<file path="src/rtl/wdsc_pkg.sv">
`timescale 1ns/1ps
package wdsc_pkg;

    // Sleep / status state kept by the flag logic
    typedef struct packed {
        logic asleep;
        logic pd;
        logic to;
        logic rst_pulse;
        logic wake;
    } stat_t;

    localparam stat_t STAT_RESET = '{asleep: 1'b0, pd: 1'b1, to: 1'b1,
                                     rst_pulse: 1'b0, wake: 1'b0};

endpackage

</file>
<file path="src/rtl/wdsc_base_ctr.sv">
`timescale 1ns/1ps
module wdsc_base_ctr #(
    parameter int CNT_W = 8
) (
    input  logic clk,
    input  logic rst_n,
    input  logic en,
    input  logic tick,
    input  logic clear,
    output logic ovf
);

    logic [CNT_W-1:0] cnt_d, cnt_q;
    logic             advance;

    always_comb begin
        advance = en && tick && !clear;
        ovf     = advance && (cnt_q == {CNT_W{1'b1}});
        cnt_d   = cnt_q;
        if (clear) begin
            cnt_d = '0;
        end else if (advance) begin
            cnt_d = cnt_q + CNT_W'(1);
        end
    end

    always_ff @(posedge clk or negedge rst_n) begin
        if (!rst_n) begin
            cnt_q <= '0;
        end else begin
            cnt_q <= cnt_d;
        end
    end

    AST_BASE_WRAPS: assert property (@(posedge clk) disable iff (!rst_n)
        ovf |=> (cnt_q == '0));

    AST_BASE_CLEARED: assert property (@(posedge clk) disable iff (!rst_n)
        clear |=> (cnt_q == '0));

endmodule

</file>
<file path="src/rtl/wdsc_scaler.sv">
`timescale 1ns/1ps
module wdsc_scaler #(
    parameter int SCALER_W = 8,
    parameter int SEL_W    = 3
) (
    input  logic             clk,
    input  logic             rst_n,
    input  logic             pulse_in,
    input  logic [SEL_W-1:0] sel,
    input  logic             clear,
    output logic             fire
);

    localparam int TAPS = 1 << SEL_W;

    logic [SCALER_W-1:0] cnt_d, cnt_q;
    logic [TAPS-1:0]     tap_hit;

    // Tap k fires on every 2^k-th input pulse: low k bits all ones
    for (genvar k = 0; k < TAPS; k++) begin : g_tap
        localparam logic [SCALER_W-1:0] MASK = SCALER_W'((64'd1 << k) - 64'd1);
        assign tap_hit[k] = ((cnt_q & MASK) == MASK);
    end

    always_comb begin
        fire  = pulse_in && !clear && tap_hit[sel];
        cnt_d = cnt_q;
        if (clear) begin
            cnt_d = '0;
        end else if (pulse_in) begin
            cnt_d = cnt_q + SCALER_W'(1);
        end
    end

    always_ff @(posedge clk or negedge rst_n) begin
        if (!rst_n) begin
            cnt_q <= '0;
        end else begin
            cnt_q <= cnt_d;
        end
    end

    AST_SCALER_CLEARED: assert property (@(posedge clk) disable iff (!rst_n)
        clear |=> (cnt_q == '0));

    AST_SEL0_PASSES: assert property (@(posedge clk) disable iff (!rst_n)
        (pulse_in && !clear && sel == '0) |-> fire);

endmodule

</file>
<file path="src/rtl/wdsc_status.sv">
`timescale 1ns/1ps
module wdsc_status
    import wdsc_pkg::*;
(
    input  logic clk,
    input  logic rst_n,
    input  logic sleep_cmd,
    input  logic clr_cmd,
    input  logic timeout,
    output logic pd_flag,
    output logic to_flag,
    output logic wdt_reset,
    output logic wake_pulse
);

    stat_t st_d, st_q;

    always_comb begin
        st_d           = st_q;
        st_d.rst_pulse = 1'b0;
        st_d.wake      = 1'b0;
        if (st_q.rst_pulse) begin
            st_d.asleep = 1'b0;
        end else if (clr_cmd) begin
            st_d.pd = 1'b1;
            st_d.to = 1'b1;
        end else if (sleep_cmd) begin
            st_d.pd     = 1'b0;
            st_d.to     = 1'b1;
            st_d.asleep = 1'b1;
        end else if (timeout) begin
            st_d.to = 1'b0;
            if (st_q.asleep) begin
                st_d.wake   = 1'b1;
                st_d.asleep = 1'b0;
            end else begin
                st_d.rst_pulse = 1'b1;
                st_d.pd        = 1'b1;
            end
        end
    end

    always_ff @(posedge clk or negedge rst_n) begin
        if (!rst_n) begin
            st_q <= STAT_RESET;
        end else begin
            st_q <= st_d;
        end
    end

    assign pd_flag    = st_q.pd;
    assign to_flag    = st_q.to;
    assign wdt_reset  = st_q.rst_pulse;
    assign wake_pulse = st_q.wake;

    AST_SLEEP_FLAGS: assert property (@(posedge clk) disable iff (!rst_n)
        (sleep_cmd && !clr_cmd && !wdt_reset) |=> (!pd_flag && to_flag));

    AST_CLEAR_FLAGS: assert property (@(posedge clk) disable iff (!rst_n)
        (clr_cmd && !wdt_reset) |=> (pd_flag && to_flag));

    AST_RESET_ONE_CYCLE: assert property (@(posedge clk) disable iff (!rst_n)
        wdt_reset |=> !wdt_reset);

    AST_WAKE_ONE_CYCLE: assert property (@(posedge clk) disable iff (!rst_n)
        wake_pulse |=> !wake_pulse);

    AST_PULSES_EXCLUSIVE: assert property (@(posedge clk) disable iff (!rst_n)
        !(wdt_reset && wake_pulse));

    AST_TIMEOUT_CLEARS_TO: assert property (@(posedge clk) disable iff (!rst_n)
        (wdt_reset || wake_pulse) |-> !to_flag);

    AST_WAKE_KEEPS_PD: assert property (@(posedge clk) disable iff (!rst_n)
        wake_pulse |-> !pd_flag);

endmodule

</file>
<file path="src/rtl/wdog_shared_scaler.sv">
`timescale 1ns/1ps
module wdog_shared_scaler #(
    parameter int SCALER_W = 8,
    parameter int WDT_W    = 8
) (
    input  logic                        clk,
    input  logic                        rst_n,
    input  logic                        wdt_en,
    input  logic                        wdt_tick,
    input  logic                        tmr_clk_en,
    input  logic [$clog2(SCALER_W):0]   opt_wdata,
    input  logic                        opt_we,
    input  logic                        sleep_cmd,
    input  logic                        clrwdt_cmd,
    output logic                        wdt_reset,
    output logic                        wake_pulse,
    output logic                        tmr_tick,
    output logic                        pd_flag,
    output logic                        to_flag
);

    localparam int SEL_W = $clog2(SCALER_W);
    localparam int OPT_W = SEL_W + 1;
    localparam int OWN_B = SEL_W;          // owner bit sits above the select field

    typedef struct packed {
        logic [OPT_W-1:0] opt;
        logic             tick;
    } top_st_t;

    top_st_t          st_d, st_q;
    logic             own_wdt;
    logic [SEL_W-1:0] sel;
    logic             cmd_any;
    logic             base_clear;
    logic             owner_flip;
    logic             scl_clear;
    logic             scl_in;
    logic             scl_fire;
    logic             base_ovf;
    logic             timeout;

    assign own_wdt = st_q.opt[OWN_B];
    assign sel     = st_q.opt[SEL_W-1:0];

    always_comb begin
        cmd_any    = clrwdt_cmd || sleep_cmd;
        base_clear = cmd_any || wdt_reset;
        owner_flip = opt_we && !wdt_reset && (opt_wdata[OWN_B] != own_wdt);
        scl_clear  = wdt_reset || owner_flip || (own_wdt && cmd_any);
        scl_in     = own_wdt ? base_ovf : tmr_clk_en;
        timeout    = own_wdt ? scl_fire : base_ovf;
    end

    wdsc_base_ctr #(
        .CNT_W (WDT_W)
    ) base_i (
        .clk   (clk),
        .rst_n (rst_n),
        .en    (wdt_en),
        .tick  (wdt_tick),
        .clear (base_clear),
        .ovf   (base_ovf)
    );

    wdsc_scaler #(
        .SCALER_W (SCALER_W),
        .SEL_W    (SEL_W)
    ) scaler_i (
        .clk      (clk),
        .rst_n    (rst_n),
        .pulse_in (scl_in),
        .sel      (sel),
        .clear    (scl_clear),
        .fire     (scl_fire)
    );

    wdsc_status status_i (
        .clk        (clk),
        .rst_n      (rst_n),
        .sleep_cmd  (sleep_cmd),
        .clr_cmd    (clrwdt_cmd),
        .timeout    (timeout),
        .pd_flag    (pd_flag),
        .to_flag    (to_flag),
        .wdt_reset  (wdt_reset),
        .wake_pulse (wake_pulse)
    );

    always_comb begin
        st_d = st_q;
        if (wdt_reset) begin
            st_d.opt = '1;
        end else if (opt_we) begin
            st_d.opt = opt_wdata;
        end
        st_d.tick = own_wdt ? tmr_clk_en : scl_fire;
    end

    always_ff @(posedge clk or negedge rst_n) begin
        if (!rst_n) begin
            st_q <= '{opt: '1, tick: 1'b0};
        end else begin
            st_q <= st_d;
        end
    end

    assign tmr_tick = st_q.tick;

    AST_DISABLED_SILENT: assert property (@(posedge clk) disable iff (!rst_n)
        $past(!wdt_en) |-> (!wdt_reset && !wake_pulse));

    AST_RESET_RELOADS_OPT: assert property (@(posedge clk) disable iff (!rst_n)
        wdt_reset |=> (st_q.opt == '1));

    AST_DIRECT_TIMER_CLOCK: assert property (@(posedge clk) disable iff (!rst_n)
        own_wdt |=> (tmr_tick == $past(tmr_clk_en)));

    AST_NO_TICK_NO_TIMER: assert property (@(posedge clk) disable iff (!rst_n)
        !tmr_clk_en |=> !tmr_tick);

endmodule

</file>
<file path="config.mk">
export PLATFORM = sky130hd
export DESIGN_NAME = wdog_shared_scaler
export DESIGN_NICKNAME = d
export VERILOG_FILES = /design/src/rtl/wdsc_pkg.sv /design/src/rtl/wdsc_base_ctr.sv /design/src/rtl/wdsc_scaler.sv /design/src/rtl/wdsc_status.sv /design/src/rtl/wdog_shared_scaler.sv
export SDC_FILE = /design/constraint.sdc
export NUM_CORES = 1
export LEC_CHECK = 0
export BUFFER_PORTS_ARGS = -buffer_cell sky130_fd_sc_hd__clkbuf_2
export CAP_MARGIN = 20
export CORE_MARGIN = 2
export CORE_UTILIZATION = 40
export CTS_CLUSTER_SIZE = 20
export DETAILED_ROUTE_END_ITERATION = 16
export GPL_TIMING_DRIVEN = 0
export SYNTH_ARGS = -nofsm -noshare
export SYNTH_HDL_FRONTEND = slang
export SYNTH_SLANG_ARGS = --single-unit
</file>
<file path="constraint.sdc">
create_clock -name clk -period 2 [get_ports clk]
set_input_delay 0.5 -clock clk [delete_from_list [all_inputs] [get_ports clk]]
set_output_delay 0.5 -clock clk [all_outputs]
set_load 0.005 [all_outputs]
</file>
==> results of run 1 <==
-- per-stage QoR --
step | worst slack [ns] | util [%] | power [µW] | cells
2_1_floorplan | 0.157 | - | 643 | 143
3_3_place_gp | -0.129 | 46.0 | 690 | 204
3_5_place_dp | -0.197 | 46.0 | 697 | 204
4_1_cts | 0.0565 | 46.9 | 940 | 208
5_1_grt | -0.0320 | 47.9 | 994 | 209
6_report | 0.0829 | 47.9 | 936 | 209
-- power groups by stage --
stage	Clock, µW	Sequential [µW]	Combinational (µW)
floorplan	0	555	87.6
detailed placement	0	560	137
global route	279	556	158
finish	243	552	141
CTS	252	551	137
global placement	0	558	131
-- cell usage after synthesis (all sizes together) (5+ instances only) --
cell,count
a21oi,9
dfrtp,19
dfstp,6
nand2,15
nand3,7
nor2,12
nor2b,8
o21ai,5
-- critical path, stage by stage, from the launching register on --
cell	delay [ns]
dfrtp_1	0.43
ha_1	0.19
nand4_1	0.20
or4_4	0.64
a21oi_2	0.18
mux2i_1	0.18
-- logic make-up after synthesis --
kind of cell    Yosys count  synth area share [%]
compound gates           32                  17.0
xor+xnor                  7                  4.34
fa+ha+maj                 4                  3.54
buf+inv                   6                  2.12
flops                    25                  44.8
mux                       4                  2.83
simple gates             65                  25.4
-- flip-flops by register name (all words and copies together), names as in the netlist --
signal               flops
tmr_tick                 1
status_i.st_q            1
base_i.cnt_q             8
status_i.wake_pulse      1
status_i.wdt_reset       1
own_wdt                  1
status_i.pd_flag         1
status_i.to_flag         1
sel                      3
scaler_i.cnt_q           7
-- cells in the final DEF (no fill, tap or decap), drive strengths merged, types with 3 or more instances in the layout --
cell type and count:
a21oi 9, nand2b 3, xor2 4, nand3 7, dfrtp 19, clkbuf 21
nand4 4, dfstp 6, ha 4, nor2 12, or4 3, mux2i 4
a211o 4, xnor2 3, nor2b 8, nand2 15, o21ai 5
-- final cells by class --
class	count	share of cell area, %
tap	46	3.57
inverter	2	0.466
sequential	25	39.3
clock inverter	1	0.466
multi-input combinational	112	48.3
timing repair buffer	16	5.13
buffer	4	1.40
clock buffer	3	1.40
-- layer usage --
layer,track usage [%],part of all wire [%],vias to the layer above
met2,27.9,49,17
met1,22.1,47,566
met3,2.86,2.6,4
met5,0,0,-
met4,6.25,0.82,0
li1,-,-,567
-- final timing paths --
path                       cells after the start                 end              from
min in group clk                               2              sel[1]      opt_wdata[1]
setup reg to reg                               5   scaler_i.cnt_q[5]   base_i.cnt_q[0]
setup / recovery                               5   scaler_i.cnt_q[5]   base_i.cnt_q[0]
hold / removal                                 1    status_i.st_q[4]             rst_n
hold reg to reg                                1  status_i.wdt_reset  status_i.st_q[4]
max in group asynchronous                      1     base_i.cnt_q[2]             rst_n
-- repair_timing --
item,CTS,global route
gates resized for setup,0,4
setup buffers,0,1
setup endpoints to repair,0,7
==> out/qor.yml, run 1 <==
clock_network:
  cts_tree: "yes"
  hold_buffers: 0
  cts_sinks: 25
  cts_htree_levels: 1
  ctsRootBufferMaster: "clkbuf_4"
  clockBufferDepth: 2
  cts_buffers: 3
  insertion_delay_ns: 0.33
  clkSlewWorstSetupHoldPaths_ns: 0.16
critical_path:
  criticalPathCategory: "register to register"
  arrival_ns: 2.17
  cp-end-kind: "register"
  cp_max_fo: 5
  required_ns: 2.26
  r2r_slack_ns: 0.08
  cp-start-kind: "register"
place:
  routabilityCongestion: 0.824
  dpl.hpwl_um: 2250
  placed_cell_area_mm2: 0.00155
  port_buffers: 15
floorplanning:
  fp.dieArea_mm2: 0.00403
  core-area_mm2: 0.00336
  ios: 17
  num_rows: 21
  die_w_um: 63.5
  fp.dieH_um: 63.5
  initial_core_util_pct: 42.0
drt:
  vias: 1154
  vias_per_cell: 5.52
  first_pass_iters: 4
  wl_per_cell_um: 14.6
  totalWireLength_um: 3060
  drc_errors: 0
  drtIter0Drc: 59
  ant_nets: 0
layout:
  fillCellCount: 336
  areaGrowthSynthToFinish_pct: 13.9
  final_nets: 180
  final-seq-area_um2: 633
  design_area_mm2: 0.00161
  multiInputGateArea_um2: 777
  drive_gt1_share_pct: 23.3
  antennaDiodeCount: 0
power:
  power.internal_uw: 668
  switchingPower_uw: 269
  p_leak_uw: 0.000688
  p_per_area_mw_per_mm2: 581
  clockPowerShare_pct: 26.0
  swShare_pct: 28.7
  p_comb_share_pct: 15.0
  seqPwrFrac_pct: 59.0
  peakVddDrop_v: 0.000218
job:
  max_cap_violations: 0
synthesis:
  ys_ff_latch: 25
  yosysTopAreaCell: "dfrtp_1"
  synth_top_flop_cell: "dfrtp_1"
  post_synth_num_cell_types: 44
  ys_seq_area_share_pct: 44.8
  netlist_area_mm2: 0.00141
  synth.top_cell.area_share_pct: 33.6
  ys_async_sr_fraction_pct: 100
  synth_fp_nets: 159
  synth_warnings: 0
  synthTopCellsByArea: "dfrtp_1, dfstp_2, nand2_1, ha_1, nor2b_1"
  avgSynthCellArea_um2: 9.89
  synth-edff-count: 0
  syn-instance-count: 143
timing:
  setup_tns_ns: 0
  worstMarginPinSlew_ns: 0.614
  setup-violations-final: 0
  rsz0062_at_grt: "yes"
  finalCritPeriodShare_pct: 95.9
  holdWs_ns: 0.146
  fmax_mhz: 522
  hold_viol_final: 0
  period_needed_ns: 1.92
  skew_ns: 0.0191
  slew_viol_final: 0
  slew_headroom_pct: 59.1
grt:
  grt_pass1_vias: 1141
  grt_usage_pct: 16.9
  grt_overflow_total: 0
  grt_pass1_wl_um: 5340
  antenna_found_initial: 0
  grt_max_degree: 26
hold_path:
  hp-class: "input pin to asynchronous set/reset pin"
status:
  status: "completed"
No activity file was read; power rests on OpenSTA's default activity.
==> run 2: changes to the inputs <==
ABC_CLOCK_PERIOD_IN_PS = 2000   (was unset)
CORE_MARGIN = 4   (was 2)
MAX_ROUTING_LAYER = met4   (was unset)
==> out/qor.yml, run 2 (synthesized netlist as in run 1, its figures left out) <==
status:
  status: "completed"
clock_network:
  ctsRootBufferMaster: "clkbuf_4"
  cts_buffers: 3
  insertion_delay_ns: 0.32
  clockBufferDepth: 2
  clkSlewWorstSetupHoldPaths_ns: 0.14
  cts_sinks: 25
  hold_buffers: 0
  cts_tree: "yes"
  cts_htree_levels: 1
timing:
  slew_headroom_pct: 58.0
  setup-violations-final: 0
  slew_viol_final: 0
  setup_tns_ns: 0
  rsz0062_at_grt: "no"
  finalCritPeriodShare_pct: 93.0
  skew_ns: 0.00662
  hold_viol_final: 0
  period_needed_ns: 1.86
  worstMarginPinSlew_ns: 0.630
  fmax_mhz: 538
grt:
  grt_usage_pct: 15.6
  grt_max_degree: 26
  grt_pass1_wl_um: 5240
  grt_overflow_total: 0
  grt_pass1_vias: 1169
  antenna_found_initial: 0
critical_path:
  arrival_ns: 2.09
  required_ns: 2.23
  criticalPathCategory: "register to register"
  cp_max_fo: 4
  cp-start-kind: "register"
  cp-end-kind: "register"
layout:
  areaGrowthSynthToFinish_pct: 14.7
  largest_reg_flops: 8
  multiInputGateArea_um2: 773
  final-seq-area_um2: 633
  antennaDiodeCount: 0
  top_register: "base_i.cnt_q"
  fillCellCount: 348
  drive_gt1_share_pct: 23.6
  most-common-layout-cells: "dfrtp_1, nand2_1, clkbuf_2, nor2_1"
  final_nets: 182
  fin_cells: 211
  final_common_cell: "dfrtp_1"
power:
  peakVddDrop_v: 0.000228
  p_per_area_mw_per_mm2: 571
  p_leak_uw: 0.000699
drt:
  totalWireLength_um: 2960
  ant_nets: 0
  vias: 1177
  drc_errors: 0
  drtIter0Drc: 76
  vias_per_cell: 5.58
  wl_per_cell_um: 14.0
  first_pass_iters: 5
floorplanning:
  core-area_mm2: 0.00336
  fp.dieH_um: 67.5
  fp.dieArea_mm2: 0.00455
  die_w_um: 67.5
  initial_core_util_pct: 42.0
  num_rows: 21
  ios: 17
place:
  routabilityCongestion: 0.877
  port_buffers: 15
  dpl.hpwl_um: 2190
  placedCellCount: 204
job:
  max_cap_violations: 0
hold_path:
  hp-class: "input pin to asynchronous set/reset pin"
==> run 2: cell types whose count changed in the layout (fill, tap and decap cells not counted) <==
cell,previous run,this run
buf_4,1,3
a21oi_2,2,1
a21oi_1,7,8
==> run 2: cell type report <==
cell class                      instances  share of cell area (%)
Clock buffer                            3                    1.39
Multi-Input combinational cell        112                    47.7
Inverter                                2                   0.463
Clock inverter                          1                   0.463
Timing Repair Buffer                   18                    6.02
Buffer                                  4                    1.39
Sequential cell                        25                    39.0
Tap cell                               46                    3.55
==> run 2: path summary, 6_finish.rpt <==
kind | start | endpoint | slack, ns | cells after the start
setup / recovery | base_i.cnt_q[0] | status_i.st_q[4] | 0.14 | 6
hold / removal | rst_n | scaler_i.cnt_q[3] | 0.17 | 1
setup reg to reg | base_i.cnt_q[0] | status_i.st_q[4] | 0.14 | 6
hold reg to reg | status_i.st_q[4] | status_i.wdt_reset | 0.52 | 1
max in group asynchronous | rst_n | base_i.cnt_q[2] | 1.43 | 1
min in group clk | opt_wdata[0] | sel[0] | 0.38 | 2
==> run 2: per-stage QoR <==
stage               setup slack [ns]  cell area, µm²  hold slack [ns]  total power (µW)  utilization, %
finish                         0.140            1620            0.170               927            48.2
global route                  0.0427            1620            0.197               982            48.2
CTS                           0.0185            1580            0.179               931            46.9
detailed placement            -0.144            1550            0.493               695            46.0
global placement              -0.118            1550            0.493               690            46.0
floorplan                      0.157            1410            0.204               643               -
==> run 2: repair_timing <==
item / in CTS / in global routing
resized for setup: 0 / 3
hold endpoints to repair: 0 / 0
setup buffers: 0 / 3
setup endpoints to repair: 0 / 7
==> run 2: worst max-delay path, cell delays in order (launching register included) <==
cell and delay [ns]:
dfrtp_1 0.40, ha_1 0.18, nand4_1 0.21, buf_4 0.22, or4_4 0.53, a21oi_1 0.16
o21ai_1 0.07
==> run 2: report_power, final <==
part           total, µW  switching [µW]  internal (µW)
logic                142            79.1           62.7
registers            552            21.8            530
clock network        233             156           76.4
total                927             257            669
==> run 2: routing by layer <==
layer / up-vias / GRT usage (%) / part of all wire [%]
met2: 20 / 26.6 / 50
li1: 573 / - / -
met5: - / - / 0
met3: 4 / 2.00 / 3.0
met1: 580 / 19.7 / 46
met4: 0 / 3.80 / 0.95
==> run 3: changes to the inputs <==
ABC_AREA = 1   (was unset)
CELL_PAD_IN_SITES_DETAIL_PLACEMENT = 1   (was unset)
CELL_PAD_IN_SITES_GLOBAL_PLACEMENT = 2   (was unset)
CORE_UTILIZATION = 33   (was 40)
PLACE_DENSITY_LB_ADDON = 0.1   (was unset)
==> out/qor.yml, run 3 <==
critical_path:
  cp_slowest_cell: "dfrtp_1"
  required_ns: 2.22
  critPathLaunch: "scaler_i.cnt_q[1]"
  cp_max_fo: 3
  cp_cell_sequence: "ha_4 > nand3_2 > inv_1 > ha_1 > nor2_1 > nor2_1 > nand2_1 > nand3_1 > nand2_1 > inv_1 > nand2_2 > nand2_2 > nand3_1 > nand3_1 > nand2_1"
  arrival_ns: 1.99
  r2r_slack_ns: 0.24
  cp-end-kind: "register"
  r2r_start: "scaler_i.cnt_q[1]"
  worstReg2RegEnd: "status_i.pd_flag"
  rr_worst_depth: 15
  cp-start-kind: "register"
  critical_path.endpoint: "status_i.pd_flag"
  criticalPathCategory: "register to register"
  slowest_delay_ns: 0.42
layout:
  areaGrowthSynthToFinish_pct: 14.2
  largest_reg_flops: 8
  antennaDiodeCount: 0
  drive_gt1_share_pct: 22.8
  most-common-layout-cells: "nand2_1, inv_1, dfrtp_1, o21ai_0, clkbuf_2"
  final_nets: 214
  fin_util_pct: 39.7
  top_register: "base_i.cnt_q"
  final_common_cell: "nand2_1"
floorplanning:
  fp.dieH_um: 73.6
  core-area_mm2: 0.00409
  initial_core_util_pct: 34.8
  fp.dieArea_mm2: 0.00542
  ios: 17
  num_rows: 23
  die_w_um: 73.6
power:
  totalPowerFinal_uw: 1320
  peakVddDrop_v: 0.000324
  p_per_area_mw_per_mm2: 811
  p_leak_uw: 0.000784
synthesis:
  avgSynthCellArea_um2: 7.99
  syn-instance-count: 178
  synth-edff-count: 0
  synth_fp_nets: 194
  ys_ff_latch: 25
  netlist_area_mm2: 0.00142
  ys_async_sr_fraction_pct: 100
  synth_top_flop_cell: "dfrtp_1"
  synth_warnings: 0
  post_synth_num_cell_types: 26
  yosysTopAreaCell: "dfrtp_1"
  synthTopCellsByArea: "dfrtp_1, dfstp_2, nand2_1, inv_1, o21ai_0"
  ys_seq_area_share_pct: 44.5
  synth.top_cell.area_share_pct: 33.5
  post-synth-top-count-cell: "nand2_1"
  synth_commonest_cells: "nand2_1, inv_1, dfrtp_1"
timing:
  setup-violations-final: 0
  hold_viol_final: 0
  slew_viol_final: 0
  fmax_mhz: 567
  finalCritPeriodShare_pct: 88.2
  worstMarginPinSlew_ns: 0.660
  slew_headroom_pct: 56.0
  rsz0062_at_grt: "no"
  skew_ns: 0.00729
  period_needed_ns: 1.76
  setup_tns_ns: 0
clock_network:
  hold_buffers: 0
  insertion_delay_ns: 0.27
  clkSlewWorstSetupHoldPaths_ns: 0.10
  cts_tree: "yes"
  cts_htree_levels: 1
  ctsRootBufferMaster: "clkbuf_8"
  cts_buffers: 3
  cts_sinks: 25
  clockBufferDepth: 2
place:
  routabilityCongestion: 0.810
  port_buffers: 15
  dpl.hpwl_um: 2700
hold_path:
  hp-class: "input pin to asynchronous set/reset pin"
drt:
  wl_per_cell_um: 13.8
  drtIter0Drc: 29
  drc_errors: 0
  vias_per_cell: 4.87
  vias: 1204
  totalWireLength_um: 3400
  first_pass_iters: 4
  ant_nets: 0
grt:
  grt_pass1_vias: 1348
  antenna_found_initial: 0
  grt_overflow_total: 0
  grt_max_degree: 26
  grt_pass1_wl_um: 5950
  grt_usage_pct: 14.5
status:
  status: "completed"
job:
  max_cap_violations: 0
[run 3: cell count changes after synthesis, sizes merged, moves of 4 or more]
cell,change
nand3,+10
nand4,-4
a21oi,+5
o21ai,+13
nand2,+31
mux2i,-4
a211o,-4
nor2,+5
inv,+25
nor2b,-8
xor2,-4
[run 3: cell families (layout without fill, tap and decap cells)]
group,after synthesis,in the layout,share of synthesized area (%)
flops,25,25,44.5
fa+ha+maj,4,4,3.52
xor+xnor,1,1,0.616
compound gates,33,33,12.9
buf+inv,31,50,8.80
simple gates,84,84,29.6
[run 3: timing repair]
item | CTS | global route
setup endpoints to repair | 0 | 5
gates resized for setup | 0 | 3
buffers inserted | 0 | 0
[run 3: area by class of cell]
class | count | area [µm²]
Multi-Input combinational cell | 122 | 681
Fill cell | 507 | 2460
Inverter | 28 | 106
Clock buffer | 3 | 41.3
Timing Repair Buffer | 15 | 75.1
Buffer | 3 | 18.8
Clock inverter | 1 | 5.00
Sequential cell | 25 | 633
Tap cell | 50 | 62.6
[run 3: how the worst min path moves through the flow]
| stage | endpoint | start | cells after the start | slack (ns) |
|---|---|---|---|---|
| after floorplan | base_i.cnt_q[0] | rst_n | 0 | 0.20 |
| after global placement | base_i.cnt_q[7] | base_i.cnt_q[7] | 1 | 0.45 |
| after detailed placement | status_i.to_flag | status_i.to_flag | 2 | 0.45 |
| after CTS | scaler_i.cnt_q[2] | rst_n | 1 | 0.27 |
| after global routing | scaler_i.cnt_q[2] | rst_n | 1 | 0.29 |
| final | scaler_i.cnt_q[2] | rst_n | 1 | 0.24 |
[run 3: metrics by stage]
step                      setup slack (ns)  area [µm²]  hold slack [ns]  cells
after CTS                           0.0897        1610            0.271    247
after floorplan                      0.398        1420            0.204    178
final                                0.237        1620            0.238    247
after global placement               0.183        1560            0.450    243
after global routing                0.0204        1620            0.289    247
after detailed placement             0.115        1560            0.455    243
[run 3: metal layers]
| layer | vias up | global-route usage, % | share of wire, % |
|---|---|---|---|
| met1 | 587 | 16.6 | 43 |
| met5 | - | - | 0 |
| li1 | 606 | - | - |
| met3 | 2 | 2.05 | 1.9 |
| met2 | 9 | 26.3 | 54 |
| met4 | 0 | 3.62 | 0.65 |
[run 3: critical path: cells and delay by family (launching register included)]
family	cells	cell delay (ns)
fa+ha+maj	2	0.37
buf+inv	2	0.11
flops	1	0.42
simple gates	11	0.82
[run 3: power by group]
| part | leakage (µW) | switching [µW] | internal (µW) |
|---|---|---|---|
| clock | 0.0000255 | 175 | 140 |
| combinational | 0.000435 | 244 | 127 |
| sequential | 0.000324 | 39.4 | 591 |
| total | 0.000784 | 459 | 857 |
